## config.mk

```make
export PLATFORM = sky130hd
export DESIGN_NAME = mdio_master
export DESIGN_NICKNAME = d
export VERILOG_FILES = /design/src/rtl/mdio_pkg.sv /design/src/rtl/mdio_clk_gen.sv /design/src/rtl/mdio_frame_seq.sv /design/src/rtl/mdio_master.sv
export SDC_FILE = /design/constraint.sdc
export NUM_CORES = 1
export LEC_CHECK = 0
export ABC_CLOCK_PERIOD_IN_PS = 5500
export BUFFER_PORTS_ARGS = -buffer_cell sky130_fd_sc_hd__buf_2
export CAP_MARGIN = 20
export CORE_UTILIZATION = 53
export DETAILED_ROUTE_END_ITERATION = 8
export GPL_TIMING_DRIVEN = 0
export PLACE_DENSITY = 0.75
export SLEW_MARGIN = 20
export SYNTH_ARGS = -nofsm -noshare
export SYNTH_HDL_FRONTEND = slang
export SYNTH_SLANG_ARGS = --single-unit
```

## constraint.sdc

```tcl
create_clock -name clk_i -period 5.5 [get_ports clk_i]
set_clock_uncertainty 0.15 [all_clocks]
set_input_delay 1.1 -clock clk_i [delete_from_list [all_inputs] [get_ports clk_i]]
set_output_delay 1.1 -clock clk_i [all_outputs]
set_load 0.02 [all_outputs]
```

## src/rtl/mdio_pkg.sv

```systemverilog
`timescale 1ns/1ps
package mdio_pkg;
  localparam logic [1:0] ADDR_CFG   = 2'd0;
  localparam logic [1:0] ADDR_CTRL  = 2'd1;
  localparam logic [1:0] ADDR_WDATA = 2'd2;
  localparam logic [1:0] ADDR_RDATA = 2'd3;

  localparam int CFG_EN_BIT    = 8;
  localparam int CTRL_OP_BIT   = 10;
  localparam int CTRL_GO_BIT   = 11;
  localparam int CTRL_RDY_BIT  = 15;
  localparam int FIELD_W       = 5;
  localparam int DATA_W        = 16;

  localparam int PRE_BITS      = 32;
  localparam int FRAME_BITS    = 64;
  localparam int TA_POS        = 46;
  localparam int DATA_POS      = 48;

  typedef enum logic {OP_WRITE = 1'b0, OP_READ = 1'b1} op_e;
endpackage

```

## src/rtl/mdio_clk_gen.sv

```systemverilog
`timescale 1ns/1ps
module mdio_clk_gen #(
  parameter int DIV_W = 8
) (
  input  logic             clk_i,
  input  logic             rst_ni,
  input  logic             run_i,
  input  logic [DIV_W-1:0] div_i,
  output logic             mdc_o,
  output logic             rise_o,
  output logic             fall_o
);
  logic [DIV_W-1:0] cnt_q;
  logic             mdc_q;
  logic             tick;

  assign tick   = run_i && (cnt_q == div_i);
  assign rise_o = tick && !mdc_q;
  assign fall_o = tick && mdc_q;
  assign mdc_o  = mdc_q;

  always_ff @(posedge clk_i or negedge rst_ni) begin
    if (!rst_ni) begin
      cnt_q <= '0;
      mdc_q <= 1'b0;
    end else if (!run_i) begin
      cnt_q <= '0;
      mdc_q <= 1'b0;
    end else if (tick) begin
      cnt_q <= '0;
      mdc_q <= ~mdc_q;
    end else begin
      cnt_q <= cnt_q + 1'b1;
    end
  end
endmodule

```

## src/rtl/mdio_frame_seq.sv

```systemverilog
`timescale 1ns/1ps
module mdio_frame_seq
  import mdio_pkg::*;
(
  input  logic               clk_i,
  input  logic               rst_ni,
  input  logic               start_i,
  input  logic               abort_i,
  input  op_e                op_i,
  input  logic [FIELD_W-1:0] phy_i,
  input  logic [FIELD_W-1:0] reg_i,
  input  logic [DATA_W-1:0]  wdata_i,
  input  logic               rise_i,
  input  logic               fall_i,
  input  logic               mdio_i,
  output logic               busy_o,
  output logic               mdio_o,
  output logic               mdio_oe_o,
  output logic               rd_valid_o,
  output logic [DATA_W-1:0]  rd_data_o
);
  localparam int CNT_W = $clog2(FRAME_BITS + 1);
  localparam logic [CNT_W-1:0] LAST = CNT_W'(FRAME_BITS);
  localparam logic [CNT_W-1:0] TA_C = CNT_W'(TA_POS);
  localparam logic [CNT_W-1:0] DA_C = CNT_W'(DATA_POS);

  logic [FRAME_BITS-1:0] frame, sh_q;
  logic [CNT_W-1:0]      cnt_q;
  logic                  busy_q, rd_q, valid_q;
  logic [DATA_W-1:0]     cap_q;
  logic                  in_frame;

  always_comb begin
    frame = {{PRE_BITS{1'b1}}, 2'b01,
             (op_i == OP_READ) ? 2'b10 : 2'b01,
             phy_i, reg_i,
             (op_i == OP_READ) ? 2'b11 : 2'b10,
             (op_i == OP_READ) ? {DATA_W{1'b1}} : wdata_i};
  end

  assign in_frame   = busy_q && (cnt_q < LAST);
  assign mdio_o     = !in_frame || sh_q[FRAME_BITS-1];
  assign mdio_oe_o  = in_frame && !(rd_q && cnt_q >= TA_C);
  assign busy_o     = busy_q;
  assign rd_valid_o = valid_q;
  assign rd_data_o  = cap_q;

  always_ff @(posedge clk_i or negedge rst_ni) begin
    if (!rst_ni) begin
      busy_q  <= 1'b0;
      rd_q    <= 1'b0;
      valid_q <= 1'b0;
      cnt_q   <= '0;
      sh_q    <= '0;
      cap_q   <= '0;
    end else begin
      valid_q <= 1'b0;
      if (start_i) begin
        busy_q <= 1'b1;
        rd_q   <= (op_i == OP_READ);
        cnt_q  <= '0;
        sh_q   <= frame;
      end else if (busy_q) begin
        if (abort_i) begin
          busy_q <= 1'b0;
        end else begin
          if (rise_i && rd_q && cnt_q >= DA_C && cnt_q < LAST)
            cap_q <= {cap_q[DATA_W-2:0], mdio_i};
          if (fall_i) begin
            if (cnt_q == LAST) begin
              busy_q  <= 1'b0;
              valid_q <= rd_q;
            end else begin
              cnt_q <= cnt_q + 1'b1;
              sh_q  <= {sh_q[FRAME_BITS-2:0], 1'b0};
            end
          end
        end
      end
    end
  end

  // outgoing bit changes only with a falling clock strobe
  a_r4_change_on_fall: assert property (@(posedge clk_i) disable iff (!rst_ni)
    (busy_q && $past(busy_q) && !$stable(mdio_o)) |-> $past(fall_i));
endmodule

```

## src/rtl/mdio_master.sv

```systemverilog
`timescale 1ns/1ps
module mdio_master
  import mdio_pkg::*;
#(
  parameter int DIV_W = 8
) (
  input  logic        clk_i,
  input  logic        rst_ni,
  input  logic        reg_we_i,
  input  logic [1:0]  reg_addr_i,
  input  logic [31:0] reg_wdata_i,
  output logic [31:0] reg_rdata_o,
  output logic        mdc_o,
  output logic        mdio_o,
  output logic        mdio_oe_o,
  input  logic        mdio_i
);
  logic [DIV_W-1:0]   div_q;
  logic               en_q;
  logic [FIELD_W-1:0] phy_q, reg_q;
  op_e                op_q;
  logic [DATA_W-1:0]  wdata_q, rdata_q;
  logic               busy, ready, ctrl_wr, start_acc;
  logic               rise, fall, rd_valid;
  logic [DATA_W-1:0]  rd_data;
  op_e                op_in;
  logic               unused_wdata;

  assign unused_wdata = ^reg_wdata_i;
  assign ready     = !busy;
  assign ctrl_wr   = reg_we_i && (reg_addr_i == ADDR_CTRL);
  assign start_acc = ctrl_wr && reg_wdata_i[CTRL_GO_BIT] && ready && en_q;
  assign op_in     = op_e'(reg_wdata_i[CTRL_OP_BIT]);

  always_ff @(posedge clk_i or negedge rst_ni) begin
    if (!rst_ni) begin
      div_q   <= '0;
      en_q    <= 1'b0;
      phy_q   <= '0;
      reg_q   <= '0;
      op_q    <= OP_WRITE;
      wdata_q <= '0;
      rdata_q <= '0;
    end else begin
      if (reg_we_i && reg_addr_i == ADDR_CFG) begin
        div_q <= reg_wdata_i[DIV_W-1:0];
        en_q  <= reg_wdata_i[CFG_EN_BIT];
      end
      if (ctrl_wr && ready) begin
        reg_q <= reg_wdata_i[FIELD_W-1:0];
        phy_q <= reg_wdata_i[2*FIELD_W-1:FIELD_W];
        op_q  <= op_in;
      end
      if (reg_we_i && reg_addr_i == ADDR_WDATA)
        wdata_q <= reg_wdata_i[DATA_W-1:0];
      if (rd_valid)
        rdata_q <= rd_data;
    end
  end

  always_comb begin
    reg_rdata_o = '0;
    unique case (reg_addr_i)
      ADDR_CFG: begin
        reg_rdata_o[DIV_W-1:0]  = div_q;
        reg_rdata_o[CFG_EN_BIT] = en_q;
      end
      ADDR_CTRL: begin
        reg_rdata_o[FIELD_W-1:0]         = reg_q;
        reg_rdata_o[2*FIELD_W-1:FIELD_W] = phy_q;
        reg_rdata_o[CTRL_OP_BIT]         = op_q;
        reg_rdata_o[CTRL_RDY_BIT]        = ready;
      end
      ADDR_WDATA: reg_rdata_o[DATA_W-1:0] = wdata_q;
      default:    reg_rdata_o[DATA_W-1:0] = rdata_q;
    endcase
  end

  mdio_clk_gen #(.DIV_W(DIV_W)) u_clk (
    .clk_i  (clk_i),
    .rst_ni (rst_ni),
    .run_i  (busy && en_q),
    .div_i  (div_q),
    .mdc_o  (mdc_o),
    .rise_o (rise),
    .fall_o (fall)
  );

  mdio_frame_seq u_seq (
    .clk_i      (clk_i),
    .rst_ni     (rst_ni),
    .start_i    (start_acc),
    .abort_i    (!en_q),
    .op_i       (op_in),
    .phy_i      (reg_wdata_i[2*FIELD_W-1:FIELD_W]),
    .reg_i      (reg_wdata_i[FIELD_W-1:0]),
    .wdata_i    (wdata_q),
    .rise_i     (rise),
    .fall_i     (fall),
    .mdio_i     (mdio_i),
    .busy_o     (busy),
    .mdio_o     (mdio_o),
    .mdio_oe_o  (mdio_oe_o),
    .rd_valid_o (rd_valid),
    .rd_data_o  (rd_data)
  );

  a_r2_quiet_when_disabled: assert property (@(posedge clk_i) disable iff (!rst_ni)
    !en_q |=> (!mdc_o && !mdio_oe_o));
  a_r7_ready_falls: assert property (@(posedge clk_i) disable iff (!rst_ni)
    start_acc |=> !ready);
  a_r8_busy_write_ignored: assert property (@(posedge clk_i) disable iff (!rst_ni)
    (ctrl_wr && !ready) |=> ($stable(phy_q) && $stable(reg_q) && $stable(op_q)));
  a_r9_rdata_hold: assert property (@(posedge clk_i) disable iff (!rst_ni)
    !rd_valid |=> $stable(rdata_q));
endmodule

```

-- After elaboration in Yosys (flattened, before gate mapping)
Index checks and enable logic that the tools add are counted.
- flip-flop bits (word level): 151
- input port bits: 38
- output and inout bits: 35
- word-level logic and storage cells: 88
- $add $sub $neg: 2
- $lt $le $gt $ge: 3
- equal/unequal tests: 6
- muxes and demuxes: 31
- bitwise gates (word level): 2
- reduce and logical (&&, ||, !) cells: 29
- operator list (operator ; number):
    2-to-1 mux 64 bit ; 5
    2-to-1 mux 7 bit ; 5
    case mux 9 bit (3 select lines) ; 1
    logical AND 1 bit ; 17
    2-to-1 mux 16 bit ; 1
    2-to-1 mux 8 bit ; 2
    >= comparator 7 x 6 -> 1 bit, second input constant ; 2
    2-to-1 mux 1 bit ; 13
    adder 8 x 1 -> 8 bit, second input constant ; 1
    == test 8 bit ; 1
    case mux 4 bit (2 select lines) ; 1
    AND reduction 4 bit ; 2
    adder 7 x 1 -> 7 bit, second input constant ; 1
    == test 7 bit, second input constant ; 1
    less-than comparator 7 bit, second input constant ; 1
    case mux 2 bit (3 select lines) ; 1
    nonzero test 2 bit ; 3
    logical NOT 1 bit ; 4
    inequality test 2 bit, second input constant ; 2
    case mux 1 bit (3 select lines) ; 1
    == test 2 x 1 -> 1 bit, second input constant ; 1
    == test 2 bit, second input constant ; 1
    logical NOT 2 bit ; 1
    2-to-1 mux 2 bit ; 1
    3 further kinds ; 4

-- Depth between registers and ports, before layout
- word-level depth: 7
- gate-level depth with buffers: 8
- gate-level depth less buffers: 5

-- Hierarchy
A second synthesis with hierarchy kept.
- cells, all modules: 563
- area total of the unflattened synthesis: 7099.3 um^2
- modules (own cells, without submodules) (module ; instances ; cells an instance ; area each (um^2) ; seq. area each (um^2)):
    mdio_frame_seq ; 1 ; 353 ; 4077.7 ; 2252.2
    mdio_master ; 1 ; 161 ; 2528.7 ; 1301.2
    mdio_clk_gen ; 1 ; 49 ; 493.0 ; 225.2

-- Least setup slack after synthesis
Ideal clock, no wire load.
- kind: input-to-output
- start: input port reg_addr_i[0]
- end: output port reg_rdata_o[15]
- arrival time: 2.380 ns
- required time: 4.250 ns
- path slack: 1.870 ns
- cell stages on the path: 5
- buffers on the path: 2
- path through: buf_2 clkbuf_1 mux2_2 nand2_1 o21ai_0
- cells in the longest elaborated chain, start to end: 2
- elaborated cells on any way between the ends: 4
- those cells by class: 2 x eq/ne; 1 x mux; 1 x reduce/logical
- RTL lines (element ; line ; RTL):
    from (decl) ; mdio_master.sv:10 ; input logic [1:0] reg_addr_i,
    == test 2 bit, or another cell as far along ; mdio_master.sv:63 ; unique case (reg_addr_i)
    case mux 1 bit (3 select lines) * ; mdio_master.sv:63 ;
    to (decl) ; mdio_master.sv:12 ; output logic [31:0] reg_rdata_o,
Every way passes the cells marked *; elsewhere a longest branch is shown, timed or not.

-- Worst setup path in the final report
Ends and elaborated chain as after synthesis.

==> reports/results.ini <==
[clock_tree]
cts_buffer_depth=2
clock_sinks=151
cts_resized=0
insertion_delay_ns=0.42
cts_made_buffers=17
cts.clk_slew.worst_paths_ns=0.06
cts_max_level=4
clockRootBuffer=clkbuf_16
cts_setup_buffers=0
hold_buffers=0
cts_tree=built

[final_layout]
antenna_cells=0
regArea_um2=3780
fillers=978
syn2layout_area_growth_pct=15.7
drive_gt1_share_pct=27.2
fin_nets=723
multiInputGateArea_um2=2820

[detailed_routing]
antenna_left=0
via_per_inst=5.57
drc_errors=0
drtPass1Iterations=5
drt_iter0_markers=391
wl_um=14600
wl_per_cell_um=16.8
dr_total_vias=4825

[synthesis]
synth_common_cells=dfrtp_1, nand2_1, nand3_1, mux2_2, nor3_1
synth_xor_area_share_pct=2.60
yosysSeqAreaShare_pct=55.2
synth-seq-cells=151
synth_edf_count=0
synth_top_family_by_area=simple AND/OR/NAND/NOR gates
yosys-top-cells-area=dfrtp_1, mux2_2, nand3_1
synth_area_per_cell_um2=11.3
synth_area_um2=6850
synthAdderAreaFrac_pct=0.548
synthFlopType=dfrtp_1
synthCells=607
synth_top_area_share_pct=55.2
async_flop_share_pct=100
synthSimpleGateAreaFrac_pct=18.6
synth_area_leader_cell=dfrtp_1
synth_most_common_cell=dfrtp_1
muxShareOfSynthArea_pct=15.9
synth_compound_area_share_pct=2.65
synth_warnings=0
synth_cell_types=44

[setup_path]
endpoint_kind=output port
critPathLaunchType=primary input
critical_path_class=primary input to output port
path_cells=buf_2 > buf_2 > clkbuf_1 > mux2_2 > nand2_1 > o21ai_0 > buf_2
crit_path_end=reg_rdata_o[15]
arrival_ns=2.80
slowest_stage=clkbuf_1
worst-path-max-fanout=10
worst_r2r_path_depth=6
critPathRequiredTime_ns=4.25
reg2reg_slack_ns=3.11
rr_startpoint=div_q[7]
crit_top_cell=buf_2
timing.rr.end=u_seq.sh_q[25]
cp_slowest_stage_delay_ns=0.53
crit_start=reg_addr_i[0]

[power_and_ir_drop]
clkPwrFrac_pct=39.0
max-vdd-ir-drop_mv=0.185
p_leak_nw=3.60
seq_power_share_pct=48.2
power_frac_comb_pct=12.7
p_int_mw=2.10
power_switching_share_pct=26.2
power_density_nw_per_um2=360
net-switching-power_mw=0.747

[sta]
setup_ws_ns=1.45
period_minus_slack_ns=4.05
fin_tns_setup_ns=0
setup_viol=0
period_share_pct=73.6
timing.hold.ws_ns=0.340
drv_slew=0
max-slew-margin-rel_pct=54.9
hold_violations=0
fmax_ghz=0.247
max_slew.worst_pin.slew_ns=0.676
grt_setup_unrepaired=no

[global_routing]
grt_pass1_wl_um=23500
grt_max_degree=79
grt_pass1_vias=4617
antenna_found_initial=0
track_usage_pct=23.4
grt.overflow.total=0

[place]
portBuffers=40
hpwl_um=10000
preCtsSetupSlack_ns=1.46
gp_congestion=0.853

[floorplan]
rows=41
start_util_pct=54.2
coreArea_um2=12600
die_area_um2=13400
die_w_um=116
ioPinCount=73
die_h_um=116

[status]
outcome=complete, no violations

[job]
cap_violations=0

[min_path]
min_path_type=flop to flop

==> cells by family (layout without fill, tap and decap cells) <==
kind of cell             Yosys count  count (layout)
adder cells (fa/ha/maj)            3               3
flip-flops                       151             151
AO/OA/AOI/OAI                     28              28
XOR/XNOR                          16              16
multiplexers                      85              85
buffers and inverters             59             131
other                              1              16
AND/OR/NAND/NOR                  264             264
==> worst max-delay path: cells and delay by family <==
kind                   cells  cell delay (ns)
and+or+nand+nor            1             0.06
buffers and inverters      4             1.11
muxes                      1             0.41
AOI/OAI and AO/OA          1             0.11
==> registers in the layout, summed over array words and instances (netlist names) <==
| register | cells |
|---|---|
| phy_q | 5 |
| op_q | 1 |
| u_seq.rd_data_o | 16 |
| u_seq.cnt_q | 7 |
| div_q | 8 |
| en_q | 1 |
| u_seq.rd_q | 1 |
| u_clk.mdc_o | 1 |
| u_seq.busy_o | 1 |
| reg_q | 5 |
| u_seq.sh_q | 64 |
| u_seq.rd_valid_o | 1 |
| wdata_q | 16 |
| rdata_q | 16 |
| u_clk.cnt_q | 8 |
==> how the worst min path moves through the flow <==
stage,startpoint,endpoint,slack (ns),cells after the start
final,u_seq.sh_q[58],u_seq.sh_q[59],0.34,2
after global routing,u_seq.sh_q[58],u_seq.sh_q[58],0.35,2
after CTS,u_seq.sh_q[58],u_seq.sh_q[59],0.34,2
after detailed placement,u_seq.sh_q[58],u_seq.sh_q[59],0.33,2
after global placement,u_seq.sh_q[48],u_seq.sh_q[49],0.32,2
after floorplan,u_seq.sh_q[63],u_seq.sh_q[63],0.31,2
==> routing by layer <==
| metal | vias up | global-route usage [%] | part of all wire, % |
|---|---|---|---|
| met2 | 131 | 36.4 | 49 |
| li1 | 2231 | - | - |
| met1 | 2443 | 32.6 | 45 |
| met4 | 0 | 9.66 | 1.7 |
| met3 | 20 | 4.45 | 4.1 |
| met5 | - | 0 | 0 |
==> layout by cell type (no fill, tap or decap), drive strengths merged, types with 7 or more instances in the layout <==
cell type  instances
clkinv             7
mux2              72
nor2              31
dfrtp            151
a21oi              8
nand2             90
nand3             68
clkbuf            47
xnor2             11
buf               69
o21ai              8
nor3              40
mux4               9
conb              16
or3               10
==> power by group through the flow <==
stage          clock [mW]  combinational, mW  sequential, mW
5_1_grt              1.18              0.401            1.39
3_3_place_gp            0              0.347            1.38
4_1_cts              1.13              0.367            1.37
6_report             1.11              0.363            1.37
3_5_place_dp            0              0.364            1.39
2_1_floorplan           0              0.273            1.35
==> metrics by stage <==
stage               cells  area [um^2]  power (mW)  utilization (%)
floorplan             622         6900        1.62                -
global placement      834         7320        1.73             58.0
detailed placement    835         7350        1.75             58.3
CTS                   866         7920        2.87             62.7
global route          866         7920        2.97             62.7
finish                866         7920        2.85             62.7
==> area by class of cell <==
cell class                      instances  area share, %
Timing Repair Buffer                   41           3.00
Clock inverter                         12           1.64
Clock buffer                           19           5.47
Inverter                                3          0.142
Multi-Input combinational cell        412           35.6
Tap cell                              172           2.72
Sequential cell                       151           47.7
Buffer                                 56           3.67
(Power assumes the default switching activity.)
